==> src/rtl/sdram_pwrup_pkg.sv <==
package sdram_pwrup_pkg;
  typedef enum logic [1:0] {
    ST_IDLE = 2'd0,
    ST_PWR  = 2'd1,
    ST_LIST = 2'd2,
    ST_DONE = 2'd3
  } seq_state_t;

  localparam logic [3:0] CODE_NOP = 4'h0;
  localparam logic [3:0] CODE_PRE = 4'h1;
  localparam logic [3:0] CODE_REF = 4'h2;
  localparam logic [3:0] CODE_MRS = 4'h3;
endpackage

==> src/rtl/pwrup_payload.sv <==
module pwrup_payload #(
  parameter int CFG_W     = 32,
  parameter int CMD_W     = 8,
  parameter int WIDTH_BIT = 9,
  parameter int CL_LSB    = 0,
  parameter int CL_W      = 3
) (
  input  logic [CFG_W-1:0] grp_cfg,
  input  logic [CFG_W-1:0] timing_cfg,
  input  logic [CMD_W-1:0] preset_word,
  output logic [CMD_W-1:0] payload
);
  logic [CL_W-1:0]  cas_lat;
  logic [CMD_W-1:0] base;

  always_comb begin
    cas_lat = timing_cfg[CL_LSB +: CL_W];
    base    = (cas_lat == CL_W'(2)) ? CMD_W'(8'h40) : CMD_W'(8'h60);
    if (grp_cfg[WIDTH_BIT]) base = base >> 1;
    payload = (preset_word != '0) ? preset_word : base;
  end
endmodule

==> src/rtl/pwrup_timer.sv <==
module pwrup_timer #(
  parameter int TW = 8
) (
  input  logic          clk,
  input  logic          rst_n,
  input  logic          load,
  input  logic [TW-1:0] load_val,
  output logic          zero
);
  logic [TW-1:0] cnt;

  always_ff @(posedge clk or negedge rst_n) begin
    if (!rst_n)          cnt <= '0;
    else if (load)       cnt <= load_val;
    else if (cnt != '0)  cnt <= cnt - TW'(1);
  end

  assign zero = (cnt == '0);

  assert_timer_step_R5: assert property (@(posedge clk) disable iff (!rst_n)
    (!load && cnt != '0) |=> (cnt == $past(cnt) - TW'(1)));
endmodule

==> src/rtl/pwrup_fsm.sv <==
module pwrup_fsm
  import sdram_pwrup_pkg::*;
#(
  parameter int CMD_W    = 8,
  parameter int NUM_REF  = 8,
  parameter int TW       = 8,
  parameter int WAIT_CYC = 100,
  parameter int GAP_CYC  = 2
) (
  input  logic             clk,
  input  logic             rst_n,
  input  logic             start,
  input  logic             tmr_zero,
  input  logic [CMD_W-1:0] payload,
  output logic             tmr_load,
  output logic [TW-1:0]    tmr_val,
  output logic             latch_en,
  output logic [CMD_W-1:0] cmd_word,
  output logic             cmd_valid,
  output logic             done
);
  localparam int LIST_LEN = NUM_REF + 2;
  localparam int IW       = $clog2(LIST_LEN);
  localparam logic [IW-1:0] LAST_IDX = IW'(LIST_LEN - 1);
  localparam logic [TW-1:0] WAIT_LD  = TW'(WAIT_CYC - 1);
  localparam logic [TW-1:0] GAP_LD   = TW'(GAP_CYC - 1);

  seq_state_t       state, nstate;
  logic [IW-1:0]    idx, nidx;
  logic             issue;
  logic [CMD_W-1:0] issue_word;

  function automatic logic [CMD_W-1:0] list_word(input logic [IW-1:0] i,
                                                 input logic [CMD_W-1:0] p);
    logic [3:0] code;
    if (i == '0)            code = CODE_PRE;
    else if (i == LAST_IDX) code = CODE_MRS;
    else                    code = CODE_REF;
    return p | CMD_W'(code);
  endfunction

  always_comb begin
    nstate     = state;
    nidx       = idx;
    issue      = 1'b0;
    issue_word = CMD_W'(CODE_NOP);
    tmr_load   = 1'b0;
    tmr_val    = '0;
    latch_en   = 1'b0;
    case (state)
      ST_IDLE: if (start) begin
        latch_en = 1'b1;
        issue    = 1'b1;
        tmr_load = 1'b1;
        tmr_val  = WAIT_LD;
        nstate   = ST_PWR;
      end
      ST_PWR: if (tmr_zero) begin
        issue      = 1'b1;
        issue_word = list_word('0, payload);
        tmr_load   = 1'b1;
        tmr_val    = GAP_LD;
        nidx       = '0;
        nstate     = ST_LIST;
      end
      ST_LIST: if (tmr_zero) begin
        if (idx == LAST_IDX) begin
          nstate = ST_DONE;
        end else begin
          issue      = 1'b1;
          issue_word = list_word(idx + IW'(1), payload);
          tmr_load   = 1'b1;
          tmr_val    = GAP_LD;
          nidx       = idx + IW'(1);
        end
      end
      default: nstate = ST_DONE;
    endcase
  end

  always_ff @(posedge clk or negedge rst_n) begin
    if (!rst_n) begin
      state     <= ST_IDLE;
      idx       <= '0;
      cmd_valid <= 1'b0;
      cmd_word  <= CMD_W'(CODE_NOP);
    end else begin
      state     <= nstate;
      idx       <= nidx;
      cmd_valid <= issue;
      cmd_word  <= issue ? issue_word : CMD_W'(CODE_NOP);
    end
  end

  assign done = (state == ST_DONE);

  // Checker counter: strobes issued since reset.
  logic [7:0] pulse_cnt;
  always_ff @(posedge clk or negedge rst_n) begin
    if (!rst_n)         pulse_cnt <= '0;
    else if (cmd_valid) pulse_cnt <= pulse_cnt + 8'd1;
  end

  assert_single_strobe_R11: assert property (@(posedge clk) disable iff (!rst_n)
    cmd_valid |=> !cmd_valid);
  assert_no_cmd_after_done_R9: assert property (@(posedge clk) disable iff (!rst_n)
    done |-> !cmd_valid);
  assert_done_sticky_R9: assert property (@(posedge clk) disable iff (!rst_n)
    done |=> done);
  assert_list_count_R5: assert property (@(posedge clk) disable iff (!rst_n)
    $rose(done) |-> (pulse_cnt == 8'(LIST_LEN + 1)));
endmodule

==> src/rtl/sdram_pwrup_seq.sv <==
module sdram_pwrup_seq
  import sdram_pwrup_pkg::*;
#(
  parameter int CLK_MHZ   = 100,
  parameter int CFG_W     = 32,
  parameter int CMD_W     = 8,
  parameter int NUM_REF   = 8,
  parameter int WIDTH_BIT = 9,
  parameter int CL_LSB    = 0,
  parameter int CL_W      = 3,
  parameter int REF_LSB   = 6
) (
  input  logic             clk,
  input  logic             rst_n,
  input  logic             start,
  input  logic [CFG_W-1:0] grp_cfg,
  input  logic [CFG_W-1:0] timing_cfg,
  input  logic [CMD_W-1:0] preset_word,
  output logic [CMD_W-1:0] cmd_word,
  output logic             cmd_valid,
  output logic [CFG_W-1:0] timing_out,
  output logic             done
);
  localparam int WAIT_CYC = 200 * CLK_MHZ;
  localparam int GAP_RAW  = (80 * CLK_MHZ + 999) / 1000;
  localparam int GAP_CYC  = (GAP_RAW < 2) ? 2 : GAP_RAW;
  localparam int TW       = $clog2(WAIT_CYC + 1);
  localparam logic [CFG_W-1:0] REF_MASK = CFG_W'(3) << REF_LSB;

  logic [CMD_W-1:0] pay_live, pay_q;
  logic [CFG_W-1:0] timing_q;
  logic             tmr_load, tmr_zero, latch_en;
  logic [TW-1:0]    tmr_val;

  pwrup_payload #(
    .CFG_W(CFG_W), .CMD_W(CMD_W), .WIDTH_BIT(WIDTH_BIT),
    .CL_LSB(CL_LSB), .CL_W(CL_W)
  ) u_payload (
    .grp_cfg(grp_cfg), .timing_cfg(timing_cfg),
    .preset_word(preset_word), .payload(pay_live)
  );

  pwrup_timer #(.TW(TW)) u_timer (
    .clk(clk), .rst_n(rst_n), .load(tmr_load),
    .load_val(tmr_val), .zero(tmr_zero)
  );

  pwrup_fsm #(
    .CMD_W(CMD_W), .NUM_REF(NUM_REF), .TW(TW),
    .WAIT_CYC(WAIT_CYC), .GAP_CYC(GAP_CYC)
  ) u_fsm (
    .clk(clk), .rst_n(rst_n), .start(start), .tmr_zero(tmr_zero),
    .payload(pay_q), .tmr_load(tmr_load), .tmr_val(tmr_val),
    .latch_en(latch_en), .cmd_word(cmd_word), .cmd_valid(cmd_valid),
    .done(done)
  );

  always_ff @(posedge clk or negedge rst_n) begin
    if (!rst_n) begin
      pay_q    <= '0;
      timing_q <= '0;
    end else if (latch_en) begin
      pay_q    <= pay_live;
      timing_q <= timing_cfg;
    end
  end

  assign timing_out = done ? timing_q : (timing_q & ~REF_MASK);

  assert_capture_held_R10: assert property (@(posedge clk) disable iff (!rst_n)
    (done || cmd_valid) |=> $stable(timing_q));
endmodule

==> config.mk <==
export PLATFORM = sky130hd
export DESIGN_NAME = sdram_pwrup_seq
export DESIGN_NICKNAME = d
export VERILOG_FILES = /design/src/rtl/sdram_pwrup_pkg.sv /design/src/rtl/pwrup_payload.sv /design/src/rtl/pwrup_timer.sv /design/src/rtl/pwrup_fsm.sv /design/src/rtl/sdram_pwrup_seq.sv
export SDC_FILE = /design/constraint.sdc
export NUM_CORES = 1
export LEC_CHECK = 0
export BUFFER_PORTS_ARGS = -buffer_cell sky130_fd_sc_hd__buf_2
export CORE_MARGIN = 2
export CORE_UTILIZATION = 35
export CTS_BUF_LIST = sky130_fd_sc_hd__clkbuf_8 sky130_fd_sc_hd__clkbuf_16
export DETAILED_ROUTE_END_ITERATION = 8
export GPL_TIMING_DRIVEN = 0
export PLACE_DENSITY_LB_ADDON = 0.3
export SLEW_MARGIN = 20
export SYNTH_ARGS = -nofsm -noshare
export SYNTH_HDL_FRONTEND = slang
export SYNTH_SLANG_ARGS = --single-unit
==> constraint.sdc <==
create_clock -name clk -period 2.9 [get_ports clk]
set_input_delay 0.145 -clock clk [delete_from_list [all_inputs] [get_ports clk]]
set_output_delay 0.145 -clock clk [all_outputs]
set_load 0.05 [all_outputs]
==> flow_summary.ini, run 1 <==
[grt]
grt.total_usage_pct = 13.4
grt_pass1_vias = 2360
antenna_found_initial = 0
grt_remaining_overflow = 0
grt_pass1_wl_mm = 11.0
grt_max_degree = 51

[setup_path]
rr_worst_depth = 6
crit_required_ps = 3160
arrival_ps = 2470
reg2reg_from = u_timer.cnt[0]$_DFFE_PN0P_
rrSetupSlack_ps = 690
start_kind = flop
crit_fanout = 10
critPathCaptureType = flop
critical_path_class = flop to flop
r2r-end = u_fsm.cmd_word[0]$_DFF_PN0_

[clock_network]
ctsResizeCount = 0
cts_hold_buf = 1
clkTransAtPathRegs_ps = 80
cts_tree = built
cts.path.max_buffers = 2
postCtsSetupRepairBufs = 0
cts.htree.levels = 3
cts.sinks = 70
root_buffer = clkbuf_8
clk_latency_ps = 340
cts_made_buffers = 9

[route]
wl_per_cell_um = 12.9
totalWireLength_mm = 6.79
via_count = 2506
antenna_left = 0
drc = 0
vias_per_cell = 4.77
first_pass_iters = 4
drt-initial-drc-count = 66

[placement]
dp.final_hpwl_mm = 4.93
gp_congestion = 0.876
place_area_mm2 = 0.00407
io_buffers = 85

[run_status]
outcome = completed

[layout]
fin_nets = 473
fin_area_mm2 = 0.00430
drive_above_1_share_pct = 45.7
final_cell_mix = 84 x buf_2, 70 x dfrtp_1, 37 x mux2_2, 31 x buf_4, 13 x o21ai_0
num_antenna_cells = 0
fillers = 956
syn_to_final_growth_pct = 24.7
final_common_cell = buf_2
postLayoutCoreUtil_pct = 44.6

[die]
die_area_mm2 = 0.0106
die_w_um = 103
rows = 36
die_h_um = 103
start_util_pct = 35.7
core-area_mm2 = 0.00964
ios = 117

[synthesis]
synth_edf_count = 0
ys_seq_elements = 70
avgSynthCellArea_um2 = 11.9
yosys_warnings = 0
synthArstFlopShare_pct = 100
synthesis.nets = 375
synth_cell_types = 51
synth_cells = 290
seq_area_frac_synth_pct = 50.9
synth.cell_area_mm2 = 0.00344
synthFlopType = dfrtp_1

[sta]
finalCritPeriodShare_pct = 76.2
whs_ps = 26.1
worstMarginPinSlew_ps = 775
rsz0062_at_grt = no
skew_ps = 8.04
max_freq_mhz = 453
setup_viol = 0
report.final.slew_viol_count = 0
max_slew_margin_pct = 48.2
hold_viol_final = 0
timing.setup.tns_ps = 0
fin_crit_ps = 2210

[power_and_ir_drop]
ir_drop_mv = 0.235
power.total_mw = 1.92
leakage_nw = 2.26
pwr_density_cell_mw_per_mm2 = 447

[worst_hold_path]
hp-start = timing_cfg[26]
worstHoldEndpoint = timing_q[26]$_DFFE_PN0P_
holdPathStages = 2
hold_path_class = primary input to flop

[flow_run]
cap_violations = 0
worst max path at each step:
stage	from	to	slack, ps	cells after the start
global route	u_timer.cnt[0]$_DFFE_PN0P_	u_fsm.cmd_word[0]$_DFF_PN0_	490	6
finish	u_timer.cnt[0]$_DFFE_PN0P_	u_fsm.cmd_word[0]$_DFF_PN0_	690	6
floorplan	u_timer.cnt[0]$_DFFE_PN0P_	u_timer.cnt[0]$_DFFE_PN0P_	1050	8
detailed placement	u_timer.cnt[0]$_DFFE_PN0P_	u_fsm.cmd_word[0]$_DFF_PN0_	680	6
global placement	u_timer.cnt[0]$_DFFE_PN0P_	u_fsm.cmd_word[0]$_DFF_PN0_	710	6
CTS	u_timer.cnt[0]$_DFFE_PN0P_	u_fsm.cmd_word[0]$_DFF_PN0_	650	6
routing by layer:
layer  wire (um)  share of wire (%)  vias to the layer above  GRT usage, %
li1            -                  -                     1200             -
met5           0                  0                        -             0
met1        3140                 46                     1232          18.0
met4         180                2.7                        0          7.29
met2        3140                 46                       58          19.7
met3         327                4.8                       16          3.76
synthesized netlist by cell type (2+ instances only):
library cell | instances | area share, %
clkbuf_1 | 4 | 0.44
nand3b_1 | 2 | 0.44
nand2b_1 | 2 | 0.36
dfrtp_1 | 70 | 51
o221ai_1 | 3 | 0.76
and2_1 | 10 | 1.8
nor2_1 | 10 | 1.1
nor2b_1 | 2 | 0.36
nand3_1 | 6 | 0.87
inv_1 | 11 | 1.2
nor3_1 | 3 | 0.44
or3_1 | 4 | 0.73
mux2_2 | 37 | 12
mux2i_1 | 2 | 0.58
a22oi_1 | 6 | 1.3
buf_4 | 30 | 6.5
ha_1 | 10 | 3.6
xnor2_1 | 4 | 1.0
o21a_1 | 2 | 0.44
nor4_1 | 2 | 0.36
o21ai_1 | 2 | 0.29
or4_1 | 4 | 0.87
nand2_1 | 11 | 1.2
o21ai_0 | 13 | 1.9
a21o_1 | 2 | 0.44
buf_6 | 2 | 0.65
o31ai_1 | 2 | 0.44
or3b_2 | 2 | 0.51
nand4_1 | 4 | 0.73
a21oi_1 | 6 | 0.87
a31oi_1 | 2 | 0.36
registers in the layout, summed over array words and instances (netlist names):
name and flops:
u_fsm.cmd_valid 1, u_fsm.state 2, u_timer.cnt 15, pay_q 8, u_fsm.cmd_word 8, timing_q 32
u_fsm.idx 4
where the power goes:
part	internal (mW)	switching (mW)
Sequential	0.975	0
Clock	0.506	0.380
Combinational	0.0280	0.0305
cell type report:
type	count	area [um^2]	share of cell area [%]
inverters	11	41.3	0.961
repair buffers	87	465	10.8
clock inverters	5	82.6	1.92
plain buffers	36	263	6.12
multi-input cells	173	1390	32.3
well taps	133	166	3.87
clock buffers	10	138	3.20
flip-flops and latches	70	1750	40.8
critical path: stages, from the launching register on:
cell and delay, ps:
dfrtp_1 410, inv_1 120, ha_1 170, nor4b_2 420, nand4_4 270, nor4b_4 520, a21boi_1 220
logic make-up after synthesis:
kind of cell	after synthesis	synth area share, %
compound gates	47	9.05
flops	70	50.9
xor+xnor	4	1.02
mux	39	12.7
buf+inv	47	8.83
simple gates	73	13.9
fa+ha+maj	10	3.63
through the flow:
stage,std cells,setup slack [ps]
2_1_floorplan,290,1050
4_1_cts,525,652
5_1_grt,525,491
3_3_place_gp,508,713
6_report,525,690
3_5_place_dp,509,681
Note: power is estimated with default switching activity, not from simulation.
==> run 2: changes to the inputs <==
==> constraint.sdc (replaced) <==
create_clock -name clk -period 1.8 [get_ports clk]
set_input_delay 0.09 -clock clk [delete_from_list [all_inputs] [get_ports clk]]
set_output_delay 0.09 -clock clk [all_outputs]
set_load 0.05 [all_outputs]
==> run 2 against run 1 <==
  * The run now ends with negative setup slack left
  * Largest power group unchanged
  * Register-to-register slack worse by 770 ps
  * Sequential share of layout area down 4.8 points
  * Final cell count up 9.7%
  * Core utilization up 6.0 points
  * First-iteration DRC count up 47%
  * Critical endpoint is now u_timer.cnt[5]$_DFFE_PN0P_
  * Fmax up 18%
  * Final area up 14%
  * Sequential cell count unchanged
==> flow_summary.ini, run 2 (same netlist as run 1, synthesis figures left out) <==
[run_status]
outcome = finished, violations left
violations = negative setup slack

[sta]
fin_ws_ps = -80.5
max_freq_mhz = 532
fin_crit_ps = 1880
rsz0062_at_grt = yes
skew_ps = 6.89
timing.setup.tns_ps = -214
hold_viol_final = 0
setup_viol = 11
worstMarginPinSlew_ps = 433
report.final.slew_viol_count = 0
max_slew_margin_pct = 71.2
finalCritPeriodShare_pct = 104
whs_ps = 16.2

[layout]
fin_nets = 523
instances_no_fill = 576
final_common_cell = buf_2
fin_area_mm2 = 0.00488
top_regs = timing_q (32), u_timer.cnt (15)
regMostFlops = timing_q
largest_reg_flops = 32
drive_above_1_share_pct = 49.0
syn_to_final_growth_pct = 41.6
final_cell_mix = 85 x buf_2, 69 x dfrtp_1, 40 x buf_4, 38 x dlygate4sd3_1, 37 x mux2_2
num_antenna_cells = 0

[worst_hold_path]
hold_path_class = primary input to flop

[die]
die_w_um = 103
ios = 117
start_util_pct = 35.7
rows = 36
die_area_mm2 = 0.0106
die_h_um = 103
core-area_mm2 = 0.00964

[power_and_ir_drop]
ir_drop_mv = 0.441
intPower_mw = 2.19
p_sw_uw = 649
p_seq_share_pct = 55.4
clkPwrFrac_pct = 39.1
power_frac_comb_pct = 5.5
switching_share_pct = 22.9
leakage_nw = 2.55
pwr_density_cell_mw_per_mm2 = 582

[route]
via_count = 2735
met1_length_mm = 3.22
vias_per_cell = 4.75
wl_per_cell_um = 13.9
drc = 0
wl_met2_mm = 4.24
route.met3.wl_um = 410
first_pass_iters = 4
totalWireLength_mm = 8.01
highest_layer = met4
antenna_left = 0
drt-initial-drc-count = 97

[placement]
io_buffers = 85
gp_congestion = 0.842
dp_cells = 509
place_area_mm2 = 0.00407
dp.final_hpwl_mm = 5.04

[setup_path]
critPathMaxStageDelay_ps = 650
crit_fanout = 4
cp_slowest_cell = or4_1
critical_path_class = flop to flop
crit_chain = buf_4, or4_1, or4_1, a22oi_1
crit_top_cell = or4_1
arrival_ps = 2140
critPathCaptureType = flop
critPathBufInv = 1
crit_family = simple AND/OR/NAND/NOR gates
crit_required_ps = 2060
start_kind = flop

[grt]
grt_remaining_overflow = 0
grt_pass1_vias = 2701
antenna_found_initial = 0
grt_pass1_wl_mm = 12.6
grt.total_usage_pct = 15.6
grt_max_degree = 39

[clock_network]
clkTransAtPathRegs_ps = 80
cts.path.max_buffers = 2
cts.htree.levels = 3
cts_made_buffers = 9
cts.sinks = 70
cts_tree = built
clk_latency_ps = 340
root_buffer = clkbuf_8

[flow_run]
cap_violations = 0
-- run 2: cell types whose count changed in the layout (fill, tap and decap cells not counted), sizes merged --
cell	change
buf	+14
bufinv	-2
clkbuf	-1
clkinv	+1
clkinvlp	+1
dlygate4sd3	+37
inv	+1
-- run 2: what timing repair did --
| item | 4_1_cts | 5_1_grt |
|---|---|---|
| pin swaps | 4 | 7 |
| setup endpoints to repair | 62 | 64 |
| endpoints found under the hold margin | 69 | 0 |
| resized for setup | 15 | 34 |
| hold buffers | 38 | 0 |
| setup buffers | 12 | 1 |
-- run 2: worst register-to-register path, stage by stage (launching register included) --
cell and delay [ps]:
dfrtp_1 390, buf_4 150, or4_1 660, or4_1 440, a22oi_1 170
-- run 2: routing by layer --
layer	vias to the layer above	global-route usage [%]
li1	1304	-
met1	1332	18.3
met2	86	26.6
met3	13	5.71
met4	0	4.86
met5	-	0
-- run 2: final cells by class --
| type | instances | area, um^2 |
|---|---|---|
| fillers | 898 | 4760 |
| flip-flops and latches | 70 | 1750 |
| multi-input cells | 173 | 1520 |
| repair buffers | 137 | 950 |
| plain buffers | 36 | 277 |
| well taps | 133 | 166 |
| clock buffers | 10 | 138 |
| inverters | 11 | 41.3 |
| clock inverters | 6 | 30.0 |
-- run 2: worst paths after layout --
path	slack (ps)	endpoint	cells after the start	from
worst min register to register	470	u_fsm.cmd_word[6]$_DFF_PN0_	1	pay_q[6]$_DFFE_PN0P_
max in group asynchronous	1010	timing_q[31]$_DFFE_PN0P_	3	rst_n
worst max-delay path	-80	u_timer.cnt[5]$_DFFE_PN0P_	4	u_timer.cnt[0]$_DFFE_PN0P_
min in group asynchronous	230	u_timer.cnt[12]$_DFFE_PN0P_	2	rst_n
worst min-delay path	20	pay_q[5]$_DFFE_PN0P_	3	preset_word[5]
worst max register to register	-80	u_timer.cnt[5]$_DFFE_PN0P_	4	u_timer.cnt[0]$_DFFE_PN0P_
-- run 2: per-stage QoR --
step | utilization (%) | worst slack [ps] | power (mW)
after floorplan | - | 29.7 | 1.61
after global placement | 42.0 | -329 | 1.69
after detailed placement | 42.2 | -391 | 1.70
after CTS | 49.4 | -29.2 | 2.87
after global routing | 50.6 | -167 | 2.98
final | 50.6 | -80.5 | 2.84
-- run 2: power groups by stage --
stage | combinational, mW | clock (mW) | sequential, mW
floorplan | 0.00663 | 0 | 1.60
finish | 0.157 | 1.11 | 1.57
global placement | 0.0870 | 0 | 1.60
CTS | 0.158 | 1.14 | 1.57
detailed placement | 0.0941 | 0 | 1.60
global route | 0.175 | 1.24 | 1.57
